$ cat config.mk
export PLATFORM = sky130hd
export DESIGN_NAME = memRegionGuard
export DESIGN_NICKNAME = d
export VERILOG_FILES = /design/src/rtl/mrg_pkg.sv /design/src/rtl/mrg_ctrl.sv /design/src/rtl/mrg_match.sv /design/src/rtl/mrg_datapath.sv /design/src/rtl/memRegionGuard.sv
export SDC_FILE = /design/constraint.sdc
export NUM_CORES = 1
export LEC_CHECK = 0
export ABC_CLOCK_PERIOD_IN_PS = 5750
export BUFFER_PORTS_ARGS = -buffer_cell sky130_fd_sc_hd__buf_2
export CAP_MARGIN = 20
export CORE_UTILIZATION = 55
export CTS_CLUSTER_DIAMETER = 40
export DETAILED_ROUTE_END_ITERATION = 16
export PLACE_DENSITY_LB_ADDON = 0.1
export REMOVE_ABC_BUFFERS = 1
export SYNTH_ARGS = -nofsm -noshare
export SYNTH_HDL_FRONTEND = slang
export SYNTH_SLANG_ARGS = --single-unit
export TNS_END_PERCENT = 10
$ cat constraint.sdc
create_clock -name clk -period 5.75 [get_ports clk]
set_clock_uncertainty 0.1 [all_clocks]
set_input_delay 0 -clock clk [delete_from_list [all_inputs] [get_ports clk]]
set_output_delay 0 -clock clk [all_outputs]
set_load 0.05 [all_outputs]
$ cat src/rtl/mrg_pkg.sv
package mrg_pkg;

  localparam int ADDR_W   = 32;
  localparam int BASE_LSB = 5;

  // register word indices
  localparam logic [1:0] WORD_CTRL = 2'd0;
  localparam logic [1:0] WORD_SEL  = 2'd1;
  localparam logic [1:0] WORD_BASE = 2'd2;
  localparam logic [1:0] WORD_ATTR = 2'd3;

  // attribute word field positions
  localparam int ATTR_EN_BIT = 0;
  localparam int SIZE_LSB    = 1;
  localparam int SRD_LSB     = 8;
  localparam int TYPE_LSB    = 16;
  localparam int AP_LSB      = 24;
  localparam int XN_BIT      = 28;
  localparam int VALID_BIT   = 4;

  typedef struct packed {
    logic                       en;
    logic [4:0]                 sizeCode;
    logic [7:0]                 srd;
    logic [5:0]                 memType;
    logic [2:0]                 ap;
    logic                       xn;
    logic [ADDR_W-1:BASE_LSB]   base;
  } regionCfg_t;

  typedef struct packed {
    logic        wrBase;
    logic        wrAttr;
    logic [3:0]  tgt;
    logic [31:0] data;
  } regStrobe_t;

  function automatic logic apPermits(input logic [2:0] ap, input logic priv,
                                     input logic isWrite);
    logic ok;
    case (ap)
      3'd1:    ok = priv;
      3'd2:    ok = priv || !isWrite;
      3'd3:    ok = 1'b1;
      3'd5:    ok = priv && !isWrite;
      3'd6,
      3'd7:    ok = !isWrite;
      default: ok = 1'b0;
    endcase
    return ok;
  endfunction

  function automatic logic [31:0] packAttr(input regionCfg_t c);
    logic [31:0] w;
    w = '0;
    w[ATTR_EN_BIT]       = c.en;
    w[SIZE_LSB +: 5]     = c.sizeCode;
    w[SRD_LSB +: 8]      = c.srd;
    w[TYPE_LSB +: 6]     = c.memType;
    w[AP_LSB +: 3]       = c.ap;
    w[XN_BIT]            = c.xn;
    return w;
  endfunction

endpackage

$ cat src/rtl/mrg_ctrl.sv
module mrg_ctrl
  import mrg_pkg::*;
#(
  parameter int NUM_REGIONS = 8,
  parameter int REG_IDX_W   = 3
) (
  input  logic                 clk,
  input  logic                 rstN,
  input  logic                 regWrEn,
  input  logic [1:0]           regAddr,
  input  logic [31:0]          regWrData,
  output regStrobe_t           strobe,
  output logic                 gEnable,
  output logic                 privDef,
  output logic [REG_IDX_W-1:0] selIdx
);

  logic       baseWrite;
  logic       validReq;
  logic [3:0] regionFld;
  logic       regionOk;
  logic       selOk;

  always_comb begin
    validReq  = regWrData[VALID_BIT];
    regionFld = regWrData[3:0];
    regionOk  = ({28'd0, regionFld} < 32'(NUM_REGIONS));
    selOk     = ({28'd0, regWrData[3:0]} < 32'(NUM_REGIONS));
    baseWrite = regWrEn && (regAddr == WORD_BASE);

    strobe.wrBase = baseWrite && (!validReq || regionOk);
    strobe.tgt    = (baseWrite && validReq) ? regionFld : 4'(selIdx);
    strobe.wrAttr = regWrEn && (regAddr == WORD_ATTR);
    strobe.data   = regWrData;
  end

  always_ff @(posedge clk or negedge rstN) begin
    if (!rstN) begin
      gEnable <= 1'b0;
      privDef <= 1'b0;
      selIdx  <= '0;
    end else if (regWrEn) begin
      if (regAddr == WORD_CTRL) begin
        gEnable <= regWrData[0];
        privDef <= regWrData[1];
      end
      if (regAddr == WORD_SEL && selOk)
        selIdx <= regWrData[REG_IDX_W-1:0];
      if (baseWrite && validReq && regionOk)
        selIdx <= regionFld[REG_IDX_W-1:0];
    end
  end

endmodule

$ cat src/rtl/mrg_match.sv
module mrg_match
  import mrg_pkg::*;
(
  input  regionCfg_t        cfg,
  input  logic [ADDR_W-1:0] addr,
  output logic              hit
);

  logic [ADDR_W:0]   span;
  logic [ADDR_W-1:0] highMask;
  logic [2:0]        subIdx;
  logic              inRange;
  logic              subOff;
  logic              sizeLegal;

  always_comb begin
    span      = (ADDR_W+1)'(1) << ({1'b0, cfg.sizeCode} + 6'd1);
    highMask  = ~(span[ADDR_W-1:0] - 1'b1);
    inRange   = ((addr ^ {cfg.base, {BASE_LSB{1'b0}}}) & highMask) == '0;
    subIdx    = 3'(addr >> (cfg.sizeCode - 5'd2));
    subOff    = (cfg.sizeCode >= 5'd7) && cfg.srd[subIdx];
    sizeLegal = cfg.sizeCode >= 5'd4;
    hit       = cfg.en && sizeLegal && inRange && !subOff;
  end

endmodule

$ cat src/rtl/mrg_datapath.sv
module mrg_datapath
  import mrg_pkg::*;
#(
  parameter int NUM_REGIONS = 8,
  parameter int REG_IDX_W   = 3
) (
  input  logic                 clk,
  input  logic                 rstN,
  input  regStrobe_t           strobe,
  input  logic                 gEnable,
  input  logic                 privDef,
  input  logic [REG_IDX_W-1:0] selIdx,
  input  logic [1:0]           regAddr,
  output logic [31:0]          regRdData,
  input  logic [ADDR_W-1:0]    reqAddr,
  input  logic                 reqWrite,
  input  logic                 reqFetch,
  input  logic                 reqPriv,
  output logic                 accAllow,
  output logic                 accFault,
  output logic                 accHit,
  output logic [REG_IDX_W-1:0] accRegion,
  output logic [5:0]           accAttr,
  output logic                 winXn
);

  regionCfg_t              regs [NUM_REGIONS];
  logic [NUM_REGIONS-1:0]  hitVec;
  logic                    anyHit;
  logic [REG_IDX_W-1:0]    win;
  regionCfg_t              winCfg;
  regionCfg_t              selCfg;
  logic                    isWrite;
  logic                    permOk;

  for (genvar r = 0; r < NUM_REGIONS; r++) begin : g_region
    always_ff @(posedge clk or negedge rstN) begin
      if (!rstN) begin
        regs[r] <= '0;
      end else begin
        if (strobe.wrBase && strobe.tgt == 4'(r))
          regs[r].base <= strobe.data[ADDR_W-1:BASE_LSB];
        if (strobe.wrAttr && strobe.tgt == 4'(r)) begin
          regs[r].en       <= strobe.data[ATTR_EN_BIT];
          regs[r].sizeCode <= strobe.data[SIZE_LSB +: 5];
          regs[r].srd      <= strobe.data[SRD_LSB +: 8];
          regs[r].memType  <= strobe.data[TYPE_LSB +: 6];
          regs[r].ap       <= strobe.data[AP_LSB +: 3];
          regs[r].xn       <= strobe.data[XN_BIT];
        end
      end
    end

    mrg_match u_match (
      .cfg  (regs[r]),
      .addr (reqAddr),
      .hit  (hitVec[r])
    );
  end

  // priority: later (higher) index overrides
  always_comb begin
    anyHit = 1'b0;
    win    = '0;
    for (int r = 0; r < NUM_REGIONS; r++) begin
      if (hitVec[r]) begin
        anyHit = 1'b1;
        win    = REG_IDX_W'(r);
      end
    end
    winCfg  = regs[win];
    isWrite = reqWrite && !reqFetch;
    permOk  = apPermits(winCfg.ap, reqPriv, isWrite) && !(reqFetch && winCfg.xn);
    winXn   = winCfg.xn;

    if (!gEnable) begin
      accAllow  = 1'b1;
      accHit    = 1'b0;
      accAttr   = '0;
      accRegion = '0;
    end else if (anyHit) begin
      accAllow  = permOk;
      accHit    = 1'b1;
      accAttr   = winCfg.memType;
      accRegion = win;
    end else begin
      accAllow  = reqPriv && privDef;
      accHit    = 1'b0;
      accAttr   = '0;
      accRegion = '0;
    end
    accFault = !accAllow;
  end

  always_comb begin
    selCfg = regs[selIdx];
    case (regAddr)
      WORD_CTRL: regRdData = {30'd0, privDef, gEnable};
      WORD_SEL:  regRdData = 32'(selIdx);
      WORD_BASE: regRdData = {selCfg.base, 1'b0, 4'(selIdx)};
      default:   regRdData = packAttr(selCfg);
    endcase
  end

endmodule

$ cat src/rtl/memRegionGuard.sv
module memRegionGuard
  import mrg_pkg::*;
#(
  parameter int NUM_REGIONS = 8,
  localparam int REG_IDX_W  = $clog2(NUM_REGIONS)
) (
  input  logic                 clk,
  input  logic                 rstN,
  input  logic                 regWrEn,
  input  logic [1:0]           regAddr,
  input  logic [31:0]          regWrData,
  output logic [31:0]          regRdData,
  input  logic [31:0]          reqAddr,
  input  logic                 reqWrite,
  input  logic                 reqFetch,
  input  logic                 reqPriv,
  output logic                 accAllow,
  output logic                 accFault,
  output logic                 accHit,
  output logic [REG_IDX_W-1:0] accRegion,
  output logic [5:0]           accAttr
);

  regStrobe_t           strobe;
  logic                 gEnable;
  logic                 privDef;
  logic [REG_IDX_W-1:0] selIdx;
  logic                 winXn;

  mrg_ctrl #(.NUM_REGIONS(NUM_REGIONS), .REG_IDX_W(REG_IDX_W)) u_ctrl (
    .clk       (clk),
    .rstN      (rstN),
    .regWrEn   (regWrEn),
    .regAddr   (regAddr),
    .regWrData (regWrData),
    .strobe    (strobe),
    .gEnable   (gEnable),
    .privDef   (privDef),
    .selIdx    (selIdx)
  );

  mrg_datapath #(.NUM_REGIONS(NUM_REGIONS), .REG_IDX_W(REG_IDX_W)) u_dp (
    .clk       (clk),
    .rstN      (rstN),
    .strobe    (strobe),
    .gEnable   (gEnable),
    .privDef   (privDef),
    .selIdx    (selIdx),
    .regAddr   (regAddr),
    .regRdData (regRdData),
    .reqAddr   (reqAddr),
    .reqWrite  (reqWrite),
    .reqFetch  (reqFetch),
    .reqPriv   (reqPriv),
    .accAllow  (accAllow),
    .accFault  (accFault),
    .accHit    (accHit),
    .accRegion (accRegion),
    .accAttr   (accAttr),
    .winXn     (winXn)
  );

endmodule

# ---- After elaboration in Yosys (flattened, before gate mapping)
# Index checks and enable logic that the tools add are counted.
dict set report word_totals {
  regBits 413
  inputBits 72
  output_inout_bits 44
  elab_cells 306
}
dict set report classes {
  add_sub_neg 24
  order_cmp 27
  eq_ne 16
  shift 16
  mux 50
  n_bitwise 26
  reduce_logical 88
}
# op count
set op_table {}
lappend op_table {{$bmux 51 s3} 2}
lappend op_table {{$and 32x32->32} 8}
lappend op_table {{$logic_not 32->1} 8}
lappend op_table {{$not 32->32} 8}
lappend op_table {{$shl 1x6->32 const A} 8}
lappend op_table {{$shr 32x5->3} 8}
lappend op_table {{$sub 32x1->32 const B} 8}
lappend op_table {{$xor 32x32->32} 8}
lappend op_table {{$mux 51} 2}
lappend op_table {{$pmux 32 s3} 1}
lappend op_table {{$ge 5x3->1 const B} 16}
lappend op_table {{$mux 37} 2}
lappend op_table {{$logic_and 1x1->1} 59}
lappend op_table {{$add 5x1->6 const B} 8}
lappend op_table {{$sub 5x2->5 const B} 8}
lappend op_table {{$lt 3x4->1 const B} 8}
lappend op_table {{$bmux 1 s3} 8}
lappend op_table {{$mux 3} 8}
lappend op_table {{$mux 1} 21}
lappend op_table {{$eq 4x3->1 const B} 4}
lappend op_table {{$logic_not 1->1} 13}
lappend op_table {{$mux 6} 2}
lappend op_table {{$eq 3x3->1 const B} 3}
lappend op_table {{$eq 4x2->1 const B} 2}
lappend op_table {{17 further kinds} 24}

# ---- Depth between registers and ports, before layout
dict set report depth {
  depth_word 26
  ltp_mapped 27
  depth_no_buf 22
}

# ---- Modules after synthesis
# A second synthesis with hierarchy kept.
dict set report unflattened {
  cells_unflattened 4369
  area_unflattened_um2 43045.0
}
# mod instances cells_per_inst area_per_inst_um2 seq_area_each_um2
set by_module_without_submodules {}
lappend by_module_without_submodules {mrg_datapath 1 1299 19373.6 10209.8}
lappend by_module_without_submodules {{mrg_match (u_dp.g_region[3].u_match ...)} 5 380 2950.3 0.0}
lappend by_module_without_submodules {{mrg_match (u_dp.g_region[0].u_match ...)} 2 358 2737.6 0.0}
lappend by_module_without_submodules {{mrg_match (u_dp.g_region[2].u_match)} 1 380 2808.9 0.0}
lappend by_module_without_submodules {mrg_ctrl 1 74 635.6 125.1}

# ---- Worst setup path before layout
# OpenSTA, ideal clock, no wires.
dict set report synth_timing {
  path_type {flip-flop to output port}
  from {register u_dp.regs[403] in the netlist's numbering}
  to {output accAttr[0]}
  t_arrival_ps 6109
  required_ps 5650
  setup_slack_ps -459
  path_stages_with_launch 26
  n_path_buf 8
  cell_sequence {dfrtp_1 > clkbuf_1 > clkbuf_1 > buf_1 > clkbuf_1 > clkbuf_1 > nand2_1 > inv_1 > ha_1 > clkbuf_1 > nor2b_1 > nor3_1 > o21a_1 > a21oi_1 > or2_2 > clkbuf_1 > nor4_1 > nand2_1 > mux2_2 > a211oi_1 > nor3_1 > nand4_1 > nor4bb_1 > nand2b_1 > clkbuf_1 > a21oi_1}
}
dict set report synth_between {
  elab_chain_cells 18
  elab_cells_between_ends 27
  cone_classes {3 x add/sub; 2 x order compare; 2 x shift; 12 x mux; 2 x bitwise; 6 x reduce/logical}
}
# item line
set synth_rtl {}
lappend synth_rtl {{start, declared} mrg_datapath.sv:27} ;# regionCfg_t regs [NUM_REGIONS];
lappend synth_rtl {{$add 5x1->6} mrg_match.sv:17} ;# span = (ADDR_W+1)'(1) << ({1'b0, cfg.sizeCode} + 6'd1);
lappend synth_rtl {{$shl 1x6->32} mrg_match.sv:17}
lappend synth_rtl {{$sub 32x1->32} mrg_match.sv:18} ;# highMask = ~(span[ADDR_W-1:0] - 1'b1);
lappend synth_rtl {{$not 32->32} mrg_match.sv:18}
lappend synth_rtl {{$and 32x32->32} mrg_match.sv:19} ;# inRange = ((addr ^ {cfg.base, {BASE_LSB{1'b0}}}) & highMask) == '0;
lappend synth_rtl {{$logic_not 32->1} mrg_match.sv:19}
lappend synth_rtl {{$logic_and 1x1->1} mrg_match.sv:23} ;# hit = cfg.en && sizeLegal && inRange && !subOff;
lappend synth_rtl {{$logic_and 1x1->1 *} mrg_match.sv:23}
lappend synth_rtl {{$mux 1 * (8 in series)} mrg_datapath.sv:66} ;# if (hitVec[r]) begin
lappend synth_rtl {{$mux 6 *} mrg_datapath.sv:81} ;# end else if (anyHit) begin
lappend synth_rtl {{$mux 6 *} mrg_datapath.sv:76} ;# if (!gEnable) begin
lappend synth_rtl {{end, declared} memRegionGuard.sv:21} ;# output logic [5:0] accAttr
# Mark *: on every way between the ends. The rest lies on a longest branch, timed or not. The select of a mux whose other input is x is not followed.

# ---- Worst setup path after layout
dict set report layout_timing {
  from {register u_dp.regs[353] in the netlist's numbering}
  to {output accFault}
}
dict set report layout_between {
  elab_chain_cells 26
  elab_cells_between_ends 49
  cone_classes {3 x add/sub; 2 x order compare; 6 x eq/ne; 2 x shift; 22 x mux; 3 x bitwise; 11 x reduce/logical}
}
# item line
set layout_rtl {}
lappend layout_rtl {{$add 5x1->6} mrg_match.sv:17}
lappend layout_rtl {{$shl 1x6->32} mrg_match.sv:17}
lappend layout_rtl {{$sub 32x1->32} mrg_match.sv:18}
lappend layout_rtl {{$not 32->32} mrg_match.sv:18}
lappend layout_rtl {{$and 32x32->32} mrg_match.sv:19}
lappend layout_rtl {{$logic_not 32->1} mrg_match.sv:19}
lappend layout_rtl {{$logic_and 1x1->1} mrg_match.sv:23}
lappend layout_rtl {{$logic_and 1x1->1 *} mrg_match.sv:23}
lappend layout_rtl {{[9 not listed]} -}
lappend layout_rtl {{$mux 37 (implied by the code) (2 in series)} mrg_datapath.sv:71} ;# winCfg = regs[win];
lappend layout_rtl {{$eq 3x3->1} mrg_pkg.sv:41} ;# case (ap)
lappend layout_rtl {{$reduce_or 2->1} mrg_pkg.sv:41}
lappend layout_rtl {{$pmux 1 s5} mrg_pkg.sv:41}
lappend layout_rtl {{$logic_and 1x1->1} mrg_datapath.sv:73} ;# permOk = apPermits(winCfg.ap, reqPriv, isWrite) && !(reqFetch && winCfg.xn);
lappend layout_rtl {{$mux 1 *} mrg_datapath.sv:81}
lappend layout_rtl {{$mux 1 *} mrg_datapath.sv:76}
lappend layout_rtl {{$logic_not 1->1 *} mrg_datapath.sv:92} ;# accFault = !accAllow;
lappend layout_rtl {{end, declared} memRegionGuard.sv:18} ;# output logic accFault,
# Marked as above.

==> results.sh <==
export IMPL_wl_per_cell_um=33.7
export IMPL_yosysMostFrequentCell="mux2_2"
export IMPL_routed_via_count=39013
export IMPL_core_area_um2=71900
export IMPL_root_buffer="clkbuf_16"
export IMPL_rr_worst_depth=4
export IMPL_violations="setup timing"
export IMPL_synthesis_area_um2=40200
export IMPL_num_rows=98
export IMPL_antenna_found_initial=16
export IMPL_reg2reg_slack_ns=2.23
export IMPL_port_buffers=115
export IMPL_clk_pin_slew_ns=0.05
export IMPL_cp_max_fo=4
export IMPL_synthFlopType="dfrtp_1"
export IMPL_synth_async_reset_ratio_pct=100
export IMPL_grt_pass1_vias=36739
export IMPL_drive_above_1_share_pct=34.8
export IMPL_grt_pass1_wl_um=259000
export IMPL_ys_seq_area_share_pct=25.7
export IMPL_fin_crit_sh_pct=104
export IMPL_syn_to_final_growth_pct=17.0
export IMPL_final_max_slew_violation_count=0
export IMPL_outcome="finished with violations"
export IMPL_layout_setup_ws_ns=-0.254
export IMPL_grt_max_degree=161
export IMPL_drt_pass1_iterations=6
export IMPL_start_util_pct=56.0
export IMPL_drt_total_wl_um=179000
export IMPL_leakage_nw=19.1
export IMPL_p_per_area_nw_per_um2=695
export IMPL_synth_edf_count=0
export IMPL_yosysTopAreaCellShare_pct=25.7
export IMPL_nets=4405
export IMPL_yosysWarnings=0
export IMPL_fp_dieArea_um2=74200
export IMPL_ant_nets=0
export IMPL_worst_pin_slew_ns=1.20
export IMPL_die_y_um=272
export IMPL_htree_levels=3
export IMPL_clkLatencyLatePin_ns=0.60
export IMPL_required_ns=5.65
export IMPL_grt_setup_unrepaired="true"
export IMPL_fp_dieW_um=272
export IMPL_netlist_cell_type_count=105
export IMPL_gp_congestion=1.10
export IMPL_hp_class="input pin to flop"
export IMPL_cts_tree="done"
export IMPL_avgSynthCellArea_um2=9.77
export IMPL_cts_path_max_buffers=3
export IMPL_worst_r2r_startpoint="u_ctrl.selIdx[1]$_DFFE_PN0P_"
export IMPL_fill_cells=5890
export IMPL_grt_usage_pct=47.8
export IMPL_io_pins=116
export IMPL_yosys_area_top_type="dfrtp_1"
export IMPL_max_freq_mhz=167
export IMPL_endpoint="accFault"
export IMPL_hold_viol_final=0
export IMPL_final_setup_viol_count=8
export IMPL_vdd_drop_max_uv=445
export IMPL_via_per_inst=7.35
export IMPL_synth_cells=4115
export IMPL_crit_start="u_dp.regs[353]$_DFFE_PN0P_"
export IMPL_hpwl_um=130000
export IMPL_holdWs_ns=0.173
export IMPL_drc=0
export IMPL_drv_cap=0
export IMPL_cts_made_buffers=71
export IMPL_r2r_end="u_dp.regs[40]$_DFFE_PN0P_"
export IMPL_ys_top_cells_by_count="416 x mux2_2, 413 x dfrtp_1, 283 x mux4_2"
export IMPL_pre_cts_ws_ns=-0.407
export IMPL_timing_final_crit_period_ns=6.00
export IMPL_relSlewSlack_pct=19.7
export IMPL_ys_ff_latch=413
export IMPL_cp_end_kind="primary output"
export IMPL_initialDrtViolationCount=6490
export IMPL_cp_arrival_ns=5.90
export IMPL_worstSetupPathType="flop to primary output"
export IMPL_overflow=0
export IMPL_startpoint_type="flop"
export IMPL_yosys_top_cells_area="dfrtp_1 26%, mux4_2 16%, mux2_2 12%"
export IMPL_cts_sinks=413
[metrics by stage]
step | TNS (ns) | instance area (µm²) | total power [mW] | util, % | cells
finish | -0.805 | 47000 | 32.7 | 65.5 | 5307
global route | -3.00 | 47000 | 34.1 | 65.5 | 5304
floorplan | -19.57 | 38300 | 19.0 | - | 3678
detailed placement | -0.781 | 43400 | 26.6 | 60.4 | 5130
global placement | -0.626 | 43400 | 26.5 | 60.4 | 5130
CTS | -0.974 | 46600 | 31.5 | 64.9 | 5301
[cell type report]
type,count,area (µm²),area share (%)
timing repair buffer,550,4360,9.26
sequential,413,10400,22.0
inverter,63,243,0.516
clock inverter,48,596,1.27
antenna,3,7.51,0.0160
multi-input combinational,3202,28400,60.4
clock buffer,78,1870,3.98
tap,950,1190,2.53
[repair_timing]
action / in CTS / in global routing
resized for setup: 71 / 78
buffers inserted: 9 / 2
hold buffers: 37 / 0
pin swaps: 20 / 25
endpoints found under the hold margin: 485 / 0
gates cloned: 0 / 0
setup endpoints to repair: 11 / 12
[metal layers]
metal | vias to the layer above | global-route usage [%] | routed length, µm
li1 | 15937 | - | -
met1 | 19318 | 62.8 | 66100
met5 | - | 0 | 206
met4 | 20 | 26.9 | 12400
met3 | 680 | 20.6 | 28700
met2 | 3058 | 65.4 | 71400
[where the power goes]
part,internal [mW],switching [mW]
sequential,4.03,1.55
clock,2.80,1.63
combinational,9.94,12.7
total,16.8,15.9
[state kept, by name (all words and copies together) (netlist names)]
name / count
u_ctrl.privDef: 1
u_dp.regs: 408
u_ctrl.gEnable: 1
u_ctrl.selIdx: 3
[how the worst min path moves through the flow]
stage                           from                    endpoint  slack (ns)  depth (start not counted)
final                     regAddr[1]  u_ctrl.privDef$_DFFE_PN0P_        0.17                          4
after global routing      regAddr[1]  u_ctrl.privDef$_DFFE_PN0P_        0.20                          4
after global placement          rstN   u_dp.regs[98]$_DFFE_PN0P_       -0.02                          1
after detailed placement        rstN   u_dp.regs[98]$_DFFE_PN0P_       -0.02                          1
after floorplan                 rstN  u_ctrl.gEnable$_DFFE_PN0P_       -0.40                          0
after CTS                 regAddr[1]  u_ctrl.privDef$_DFFE_PN0P_        0.14                          4
[cells by family (layout without fill, tap and decap cells)]
| group | count (synthesis) | after routing | share of synthesized area (%) |
|---|---|---|---|
| xor gates and xnor gates | 319 | 319 | 6.97 |
| DFF | 413 | 413 | 25.7 |
| and+or+nand+nor | 1080 | 1080 | 13.8 |
| other | 0 | 3 | 0 |
| AOI/OAI and AO/OA | 880 | 880 | 14.8 |
| buffers and inverters | 500 | 739 | 5.22 |
| muxes | 887 | 887 | 32.3 |
| adders and majority gates | 36 | 36 | 1.10 |
[cell usage in the layout, fill, tap and decap left out, drive strengths merged, types with 171 or more instances in the layout]
master / n
dfrtp: 413
mux2i: 171
xnor2: 171
a21oi: 192
buf: 514
mux4: 285
nand2: 281
mux2: 431
o21ai: 202
nor2: 200
[critical path, cell delays in order (launching register included)]
cell,delay (ns)
dfrtp_1,0.40
buf_6,0.12
clkinv_1,0.11
ha_4,0.21
xnor2_4,0.19
mux2_1,0.34
or4_4,0.55
o22a_1,0.26
nand3_1,0.10
a21oi_1,0.08
o31ai_2,0.43
buf_4,0.19
o211ai_1,0.07
buf_4,0.20
o22ai_4,0.24
a21boi_4,0.10
o21ai_4,0.21
mux2_4,0.32
a221o_1,0.31
a211o_1,0.25
a211o_1,0.28
and2_4,0.17
buf_8,0.14
No activity file was read; power rests on OpenSTA's default activity.
